==> src/rtl/bfc_pkg.sv <==
package bfc_pkg;

  typedef enum logic {
    OP_INSERT = 1'b0,
    OP_DELETE = 1'b1
  } bfc_op_e;

  typedef enum logic [2:0] {
    S_SWEEP,
    S_IDLE,
    S_READ,
    S_WREQ,
    S_WAIT,
    S_UPD,
    S_DONE
  } bfc_state_e;

endpackage

==> src/rtl/bfc_addr_map.sv <==
module bfc_addr_map #(
  parameter int NUM_BANKS = 4,
  parameter int LOG_SIZE  = 6,
  parameter int HASH_W    = 16,
  parameter int BANK_W    = 2,
  parameter int ADDR_W    = 8
) (
  input  logic [BANK_W-1:0]   bank,
  input  logic [HASH_W-1:0]   hash,
  output logic [LOG_SIZE-1:0] idx,
  output logic [ADDR_W-1:0]   addr
);

  assign idx = hash[LOG_SIZE-1:0];

  generate
    if (HASH_W > LOG_SIZE) begin : g_hi
      logic unused_hash_hi;
      assign unused_hash_hi = ^hash[HASH_W-1:LOG_SIZE];
    end

    if (NUM_BANKS == 1) begin : g_single
      logic unused_bank;
      assign unused_bank = ^bank;
      assign addr = ADDR_W'(idx);
    end else begin : g_banked
      // bank * 2^LOG_SIZE + idx is a plain concatenation
      localparam int CAT_W = BANK_W + LOG_SIZE;
      logic [CAT_W-1:0] cat;
      assign cat  = {bank, idx};
      assign addr = cat[ADDR_W-1:0];
    end
  endgenerate

endmodule

==> src/rtl/bfc_cnt_ram.sv <==
module bfc_cnt_ram #(
  parameter int DEPTH  = 256,
  parameter int ADDR_W = 8,
  parameter int DATA_W = 4
) (
  input  logic              clk,
  input  logic              re,
  input  logic [ADDR_W-1:0] raddr,
  output logic [DATA_W-1:0] q,
  input  logic              we,
  input  logic [ADDR_W-1:0] waddr,
  input  logic [DATA_W-1:0] wdata
);

  logic [DATA_W-1:0] mem [DEPTH];

  always_ff @(posedge clk) begin
    if (we) mem[waddr] <= wdata;
    if (re) q <= mem[raddr];
  end

endmodule

==> src/rtl/bfc_seq.sv <==
module bfc_seq
  import bfc_pkg::*;
#(
  parameter int BANK_W   = 2,
  parameter int LOG_SIZE = 6,
  parameter int ADDR_W   = 8,
  parameter int CNT_W    = 4,
  parameter int DEPTH    = 256
) (
  input  logic                clk,
  input  logic                rst,
  output logic                init_done,
  input  logic                req_valid,
  output logic                req_ready,
  input  logic                req_op,
  input  logic [BANK_W-1:0]   req_bank,
  input  logic [LOG_SIZE-1:0] req_idx,
  input  logic [ADDR_W-1:0]   req_addr,
  output logic                ram_re,
  output logic [ADDR_W-1:0]   ram_raddr,
  input  logic [CNT_W-1:0]    ram_q,
  output logic                ram_we,
  output logic [ADDR_W-1:0]   ram_waddr,
  output logic [CNT_W-1:0]    ram_wdata,
  output logic                fw_valid,
  input  logic                fw_ready,
  output logic                fw_state,
  output logic [BANK_W-1:0]   fw_bank,
  output logic [LOG_SIZE-1:0] fw_index,
  input  logic                fw_ack,
  input  logic                fw_err,
  output logic                rsp_valid,
  input  logic                rsp_ready,
  output logic                rsp_wrote,
  output logic                rsp_err,
  output logic                rsp_underflow,
  output logic                rsp_overflow,
  output logic [CNT_W-1:0]    rsp_count
);

  localparam logic [CNT_W-1:0]  CNT_MAX   = '1;
  localparam logic [CNT_W-1:0]  CNT_ONE   = CNT_W'(1);
  localparam logic [ADDR_W-1:0] LAST_ADDR = ADDR_W'(DEPTH - 1);

  bfc_state_e            st;
  bfc_op_e               op_q;
  logic [BANK_W-1:0]     bank_q;
  logic [LOG_SIZE-1:0]   idx_q;
  logic [ADDR_W-1:0]     addr_q;
  logic [ADDR_W-1:0]     sweep_q;
  logic [CNT_W-1:0]      cnt_q;
  logic                  set_q;
  logic                  wrote_q;
  logic                  err_q;
  logic                  uf_q;
  logic                  of_q;
  logic                  init_q;
  logic                  accept;

  assign accept = (st == S_IDLE) && req_valid;

  always_ff @(posedge clk) begin
    if (rst) begin
      st      <= S_SWEEP;
      sweep_q <= '0;
      init_q  <= 1'b0;
      op_q    <= OP_INSERT;
      bank_q  <= '0;
      idx_q   <= '0;
      addr_q  <= '0;
      cnt_q   <= '0;
      set_q   <= 1'b0;
      wrote_q <= 1'b0;
      err_q   <= 1'b0;
      uf_q    <= 1'b0;
      of_q    <= 1'b0;
    end else begin
      case (st)
        S_SWEEP: begin
          sweep_q <= sweep_q + 1'b1;
          if (sweep_q == LAST_ADDR) begin
            st     <= S_IDLE;
            init_q <= 1'b1;
          end
        end
        S_IDLE: begin
          if (accept) begin
            op_q    <= bfc_op_e'(req_op);
            bank_q  <= req_bank;
            idx_q   <= req_idx;
            addr_q  <= req_addr;
            wrote_q <= 1'b0;
            err_q   <= 1'b0;
            uf_q    <= 1'b0;
            of_q    <= 1'b0;
            st      <= S_READ;
          end
        end
        S_READ: begin
          if (op_q == OP_INSERT) begin
            if (ram_q == '0) begin
              cnt_q   <= CNT_ONE;
              set_q   <= 1'b1;
              wrote_q <= 1'b1;
              st      <= S_WREQ;
            end else if (ram_q == CNT_MAX) begin
              cnt_q <= CNT_MAX;
              of_q  <= 1'b1;
              st    <= S_DONE;
            end else begin
              cnt_q <= ram_q + 1'b1;
              st    <= S_UPD;
            end
          end else begin
            if (ram_q == '0) begin
              cnt_q <= '0;
              uf_q  <= 1'b1;
              st    <= S_DONE;
            end else if (ram_q == CNT_ONE) begin
              cnt_q   <= '0;
              set_q   <= 1'b0;
              wrote_q <= 1'b1;
              st      <= S_WREQ;
            end else begin
              cnt_q <= ram_q - 1'b1;
              st    <= S_UPD;
            end
          end
        end
        S_WREQ: begin
          if (fw_ready) st <= S_WAIT;
        end
        S_WAIT: begin
          if (fw_err) begin
            err_q <= 1'b1;
            if (op_q == OP_INSERT) begin
              cnt_q <= '0;
              st    <= S_DONE;
            end else begin
              st <= S_UPD;
            end
          end else if (fw_ack) begin
            st <= S_UPD;
          end
        end
        S_UPD: st <= S_DONE;
        S_DONE: begin
          if (rsp_ready) st <= S_IDLE;
        end
        default: st <= S_IDLE;
      endcase
    end
  end

  always_comb begin
    ram_re    = accept;
    ram_raddr = req_addr;
    ram_we    = (st == S_SWEEP) || (st == S_UPD);
    ram_waddr = (st == S_SWEEP) ? sweep_q : addr_q;
    ram_wdata = (st == S_SWEEP) ? '0 : cnt_q;
  end

  assign init_done     = init_q;
  assign req_ready     = (st == S_IDLE);
  assign fw_valid      = (st == S_WREQ);
  assign fw_state      = set_q;
  assign fw_bank       = bank_q;
  assign fw_index      = idx_q;
  assign rsp_valid     = (st == S_DONE);
  assign rsp_wrote     = wrote_q;
  assign rsp_err       = err_q;
  assign rsp_underflow = uf_q;
  assign rsp_overflow  = of_q;
  assign rsp_count     = cnt_q;

endmodule

==> src/rtl/bfc_ctrl.sv <==
module bfc_ctrl #(
  parameter int NUM_BANKS = 4,
  parameter int LOG_SIZE  = 6,
  parameter int HASH_W    = 16,
  parameter int CNT_W     = 4,
  localparam int BANK_W   = (NUM_BANKS > 1) ? $clog2(NUM_BANKS) : 1
) (
  input  logic                clk,
  input  logic                rst,
  output logic                init_done,
  input  logic                req_valid,
  output logic                req_ready,
  input  logic                req_op,
  input  logic [BANK_W-1:0]   req_bank,
  input  logic [HASH_W-1:0]   req_hash,
  output logic                fw_valid,
  input  logic                fw_ready,
  output logic                fw_state,
  output logic [BANK_W-1:0]   fw_bank,
  output logic [LOG_SIZE-1:0] fw_index,
  input  logic                fw_ack,
  input  logic                fw_err,
  output logic                rsp_valid,
  input  logic                rsp_ready,
  output logic                rsp_wrote,
  output logic                rsp_err,
  output logic                rsp_underflow,
  output logic                rsp_overflow,
  output logic [CNT_W-1:0]    rsp_count
);

  localparam int DEPTH  = NUM_BANKS * (1 << LOG_SIZE);
  localparam int ADDR_W = (DEPTH > 1) ? $clog2(DEPTH) : 1;

  logic [LOG_SIZE-1:0] req_idx;
  logic [ADDR_W-1:0]   req_addr;
  logic                ram_re;
  logic [ADDR_W-1:0]   ram_raddr;
  logic [CNT_W-1:0]    ram_q;
  logic                ram_we;
  logic [ADDR_W-1:0]   ram_waddr;
  logic [CNT_W-1:0]    ram_wdata;

  bfc_addr_map #(
    .NUM_BANKS(NUM_BANKS), .LOG_SIZE(LOG_SIZE), .HASH_W(HASH_W),
    .BANK_W(BANK_W), .ADDR_W(ADDR_W)
  ) map_i (
    .bank(req_bank), .hash(req_hash), .idx(req_idx), .addr(req_addr)
  );

  bfc_cnt_ram #(.DEPTH(DEPTH), .ADDR_W(ADDR_W), .DATA_W(CNT_W)) ram_i (
    .clk(clk), .re(ram_re), .raddr(ram_raddr), .q(ram_q),
    .we(ram_we), .waddr(ram_waddr), .wdata(ram_wdata)
  );

  bfc_seq #(
    .BANK_W(BANK_W), .LOG_SIZE(LOG_SIZE), .ADDR_W(ADDR_W),
    .CNT_W(CNT_W), .DEPTH(DEPTH)
  ) seq_i (
    .clk(clk), .rst(rst), .init_done(init_done),
    .req_valid(req_valid), .req_ready(req_ready), .req_op(req_op),
    .req_bank(req_bank), .req_idx(req_idx), .req_addr(req_addr),
    .ram_re(ram_re), .ram_raddr(ram_raddr), .ram_q(ram_q),
    .ram_we(ram_we), .ram_waddr(ram_waddr), .ram_wdata(ram_wdata),
    .fw_valid(fw_valid), .fw_ready(fw_ready), .fw_state(fw_state),
    .fw_bank(fw_bank), .fw_index(fw_index), .fw_ack(fw_ack), .fw_err(fw_err),
    .rsp_valid(rsp_valid), .rsp_ready(rsp_ready), .rsp_wrote(rsp_wrote),
    .rsp_err(rsp_err), .rsp_underflow(rsp_underflow),
    .rsp_overflow(rsp_overflow), .rsp_count(rsp_count)
  );

endmodule

==> config.mk <==
export PLATFORM = sky130hd
export DESIGN_NAME = bfc_ctrl
export DESIGN_NICKNAME = d
export VERILOG_FILES = /design/src/rtl/bfc_pkg.sv /design/src/rtl/bfc_addr_map.sv /design/src/rtl/bfc_cnt_ram.sv /design/src/rtl/bfc_seq.sv /design/src/rtl/bfc_ctrl.sv
export SDC_FILE = /design/constraint.sdc
export NUM_CORES = 1
export LEC_CHECK = 0
export BUFFER_PORTS_ARGS = -buffer_cell sky130_fd_sc_hd__buf_4
export CORE_MARGIN = 3
export CORE_UTILIZATION = 40
export CTS_CLUSTER_SIZE = 10
export DETAILED_ROUTE_END_ITERATION = 7
export PLACE_DENSITY_LB_ADDON = 0.3
export SYNTH_ARGS = -nofsm -noshare
export SYNTH_HDL_FRONTEND = slang
export SYNTH_SLANG_ARGS = --single-unit
==> constraint.sdc <==
create_clock -name clk -period 5.4 [get_ports clk]
set_input_delay 0.27 -clock clk [delete_from_list [all_inputs] [get_ports clk]]
set_output_delay 0.27 -clock clk [all_outputs]
set_load 0.01 [all_outputs]
* Word-level counts from Yosys, hierarchy flattened *
Memory sizes are Yosys's and may differ from the RTL's. A register that Yosys moved wholly into a read port is not among the register bits.
Cells that the tools add are included.

storage, ports and cells
  flip-flop bits (word level) = 38
  bits in writable memories = 1,024
  input port bits = 26
  output and inout port bits = 21
  logic and storage cells = 102
  memories kept = 1

cells by class
  $add $sub $neg = 3
  eq/ne operators = 25
  multiplexer cells = 42
  reduce and logical (&&, ||, !) cells = 18

memory list
  name       depth  width  rd ports  clocked after Yosys merged registers in  write ports  line               RTL
  ram_i.mem  256    4      1         1                                        1            bfc_cnt_ram.sv:15  logic [DATA_W-1:0] mem [DEPTH];

operators with widths
  cell                                                 number
  two-way mux 4 bit                                    8
  two-way mux 3 bit                                    10
  one-hot mux 3 bit (7 select lines)                   1
  two-way mux 1 bit                                    15
  AND reduction 5 bit                                  3
  != test 2 x 1 -> 1 bit, second input constant        7
  != test 2 bit, second input constant                 5
  nonzero test 2 bit                                   5
  equality test 3 bit, second input constant           3
  adder 8 x 1 -> 8 bit, second input constant          1
  equality test 8 bit, second input constant           1
  two-way mux 8 bit                                    1
  one-hot mux 1 bit (2 select lines)                   4
  one-hot mux 4 bit (2 select lines)                   1
  AND reduction 4 bit                                  2
  equality test 3 x 2 -> 1 bit, second input constant  2
  != test 3 x 1 -> 1 bit, second input constant        2
  != test 3 bit, second input constant                 2
  AND reduction 3 bit                                  2
  adder 4 x 1 -> 4 bit, second input constant          1
  equality test 4 x 1 -> 1 bit, second input constant  1
  equality test 4 bit, second input constant           1
  logical NOT 4 bit                                    1
  two-way mux 2 bit                                    2
  6 further kinds                                      7

* Longest topological paths before layout *
  depth in word-level cells = 5
  depth in mapped cells = 13
  gate-level depth less buffers = 8

* Cells and area by module *
Synthesis repeated with hierarchy kept, for this count alone.

unflattened totals
  cells, all modules = 2,337
  area total of the unflattened synthesis = 42,893.6 µm²

by module, submodules not included
  module        times used  cells each  area each (µm²)  seq. area each (µm²)
  bfc_cnt_ram   1           2,051       40,715.3         30,869.6
  bfc_seq       1           272         2,073.2          760.7
  bfc_addr_map  1           14          105.1            0.0

* Worst setup path before layout *
Ideal clock, no wire load.

  path kind = reg-to-reg
  from = reg seq_i.st[1]
  to = mem ram_i.mem[0][0], data pin
  arrival = 4.395 ns
  slack = 0.138 ns
  stages on the path, launching flop included = 6
  path buffers = 3
  period minus slack after synthesis = 5.262 ns
  cell sequence = dfxtp_1 clkbuf_1 or3_1 clkbuf_1 clkbuf_1 and2_1

on the way
  word-level cells in the longest chain between the ends = 2

ends and longest elaborated chain
  what                    line               RTL
  from (decl)             bfc_seq.sv:45      bfc_state_e st;
  from (signal assigned)  bfc_seq.sv:64      st <= S_SWEEP;
  from (signal assigned)  bfc_seq.sv:82      st <= S_IDLE;
  from (signal assigned)  bfc_seq.sv:96      st <= S_READ;
  logical NOT 3 bit       bfc_seq.sv:160     ram_wdata = (st == S_SWEEP) ? '0 : cnt_q;
  two-way mux 4 bit       bfc_seq.sv:160
  net ram_i.wdata[0]      bfc_cnt_ram.sv:12  input logic [DATA_W-1:0] wdata
  to (decl)               bfc_cnt_ram.sv:15

The timed path passes the listed nets, and every way through them passes these cells.

* Worst setup path after layout *
  from = reg seq_i.st[1]
  to = mem ram_i.mem[15][0] (enable)

on the way
  word-level cells in the longest chain between the ends = 4

ends and longest elaborated chain
  what                                                      line                            RTL
  equality test 3 bit or logical NOT 3 bit (tied branches)  bfc_seq.sv:158, bfc_seq.sv:159
  logical OR 1 bit                                          bfc_seq.sv:158                  ram_we = (st == S_SWEEP) || (st == S_UPD);
  two-way mux 1 bit                                         bfc_cnt_ram.sv:18               if (we) mem[waddr] <= wdata;
  two-way mux 1 bit (not written as such)                   bfc_cnt_ram.sv:18

Parallel ways exist; a longest one is shown, timed or not.

==> reports/results.txt <==
outcome - completed
Slew Viols, Final - 0
Post-Syn Instances - 2259
Yosys warnings - 0
initial core utilization - 40.6%
Synth Area in Compound Gates - 3.23%
largest net degree at the start of global routing - 149
sequential fraction of the synthesis area - 74.4%
post-route cell area - 47400 sq um
HPWL after DPL - 64000 um
Reg clk slew, reported paths - 0.06 ns
Root Buffer - clkbuf_16
worst path buffer plus inverter count - 0
gpl congestion - 0.853
area share of fa/ha/maj cells after synthesis - 0.148%
CP max stage delay - 0.85 ns
placed instance count - 3591
via/cell ratio - 5.80
Die Y - 331 um
Clock Path Buffers - 3
Synth Flop Type - edfxtp_1
drt first pass iters - 5
Port Buffers - 36
Tot Pwr - 16.3 mW
fillers - 8784
Max-slew headroom - 30.0%
initial antenna violation count - 2
CTS Buf Count - 117
reg2reg end - ram_i.mem[15][0]
share of the synthesized area in the top cell type - 72.9%
Fin. Hold Viols - 0
crit path time final - 3.86 ns
RSZ-0062 raised after global routing - no
clk_skew - 0.0285 ns
xor/xnor share of the synthesized area - 0.166%
DRC viols - 0
met3 GRT Util - 4.31%
Worst path slowest cell - nand3_2
Post-Place Cell Area - 44200 sq um
synthesized cell area - 42300 sq um
CTS Sinks - 1058
Tot GR Track Use - 18.6%
Final WS setup - 1.54 ns
crit path kind - reg2reg
via count - 21800
Startpoint Class - flop
share of layout cells above drive strength 1 - 20.3%
max cap viols - 0
met2 GRT Util - 30.2%
Synthesized Nets - 2290
M1 GR Usage - 24.7%
Top delay family on crit path - simple AND/OR/NAND/NOR gates
register area - 31500 sq um
ys async rst share - 0%
first-pass GRT wire length - 152000 um
Syn Area/Cell - 18.7 sq um
Netlist cell types - 56
worst reg-to-reg path cell count - 5
mux contribution to synthesized area - 14.9%
hold endpoint - seq_i.addr_q[5]
peak supply drop - 0.000272 V
number of global-route vias before repair - 22600
# nets final - 2372
DRT antenna net count - 0
commonest cells after routing, fill and taps aside - edfxtp_1, nor2_1, mux4_2
Synth area leaders - edfxtp_1, mux4_2, nor2_1
Hold Slack - 0.0500 ns
DRT iter0 DRCs - 2600
DR WL/cell - 27.4 um
number of placed I/O pins - 47
simple-gate share of the synthesized area - 5.30%
CP Max Fanout - 26
R2R Path Start - seq_i.st[1]
power density over the cells - 343 nW/um^2
die area - 110000 sq um
commonest non-fill, non-tap cell in the layout - edfxtp_1
final core occ - 45.5%
Area growth syn-to-layout - 12.0%
row count - 118
Worst Hold Class - in2reg
final WL - 103000 um
HP Start - req_hash[5]
Setup Viol. Count Final - 0
EDFF count, synth - 1028
non-filler cells, final - 3757
crit share post-route - 71.4%
CP endpoint kind - flop
worst hold stages - 3
Worst-Skew Late Latency - 0.68 ns
Multi-input gate area - 10100 sq um
total negative slack - 0 ns
H-tree Lvls - 3
cells along the critical path - or3_1 > nand3_1 > o21ai_1 > nand3_2 > nor2_1
dominant cell type by area after synthesis - edfxtp_1
Leak Pwr - 12.3 nW
arrival time at the worst endpoint - 4.15 ns
total grt overflow - 0
Post-Place Worst Slack - 1.48 ns
fmax - 259 MHz
R2R Setup Slk - 1.54 ns
core area - 104000 sq um
Worst Max-Slew Pin Slew - 1.05 ns
#FFs+latches synth - 1058
CTS tree - built
largest family of logic cells by synthesized area - multiplexers
WP data required - 5.70 ns
GRT Max-Usage Layer - met2
Die X-Extent - 331 um
==> synth_stat cells, types with 25 or more instances <==
cell / count
a21oi_1: 49
buf_2: 25
clkbuf_1: 66
dfxtp_1: 30
edfxtp_1: 1028
mux2i_1: 64
mux4_2: 246
nand2_1: 106
nand3_1: 32
nor2_1: 296
o221ai_1: 25
o22ai_1: 25
==> kinds of logic (layout without fill, tap and decap cells) <==
logic type / Yosys count / count (layout)
AOI/OAI and AO/OA: 199 / 199
muxes: 320 / 320
adders and majority gates: 5 / 5
xor gates and xnor gates: 8 / 8
and+or+nand+nor: 525 / 525
DFF: 1058 / 1058
other: 0 / 1
buffers and inverters: 144 / 261
==> report_power, final <==
part	internal (mW)	leakage (nW)	total, mW	switching, mW
Clock	3.89	1.52	6.84	2.94
Combinational	0.181	3.15	0.528	0.347
Sequential	8.89	7.59	8.89	0.00659
Total	13.0	12.3	16.3	3.30
==> area by class of cell <==
class	instances	area share, %
clock buffers	146	6.45
well taps	1380	3.64
clock inverters	8	0.158
repair buffers	99	1.97
diodes	1	0.00528
multi-input cells	1057	21.4
inverters	8	0.0633
flip-flops and latches	1058	66.4
==> state kept, by name (all words and copies together), names as in the netlist <==
name and count:
ram_i.mem 1024, ram_i.q 4, seq_i.addr_q 8, seq_i.fw_state 1
seq_i.init_done 1, seq_i.op_q 1, seq_i.rsp_count 4, seq_i.rsp_err 1
seq_i.rsp_overflow 1, seq_i.rsp_underflow 1, seq_i.rsp_wrote 1, seq_i.st 3
seq_i.sweep_q 8
==> per-layer routing <==
metal  vias to the layer above  wire length (um)
met5                         -                 0
met4                         0              3470
met3                       191              8290
met2                       902             50000
met1                     11400             41300
li1                       9262                 -
==> worst reg2reg max path, delay by kind of cell (launching register included) <==
kind / cells / cell delay, ns
compound gates: 1 / 0.38
flops: 1 / 0.64
simple gates: 4 / 2.46
==> worst max path at each step <==
stage	from	end	depth (start not counted)	slack [ns]
floorplan	seq_i.st[1]	ram_i.mem[0][0]	5	0.14
global placement	req_hash[0]	ram_i.q[0]	8	1.55
detailed placement	req_hash[0]	ram_i.q[0]	8	1.48
CTS	seq_i.st[1]	ram_i.mem[27][3]	5	1.54
global route	seq_i.st[1]	ram_i.mem[27][3]	5	1.25
finish	seq_i.st[1]	ram_i.mem[15][0]	5	1.54
==> what timing repair did <==
item	CTS	global route
hold buffers	11	0
endpoints found under the hold margin	27	0
resized for setup	0	0
buffers inserted	0	0
Note: power is estimated with default switching activity, not from simulation.
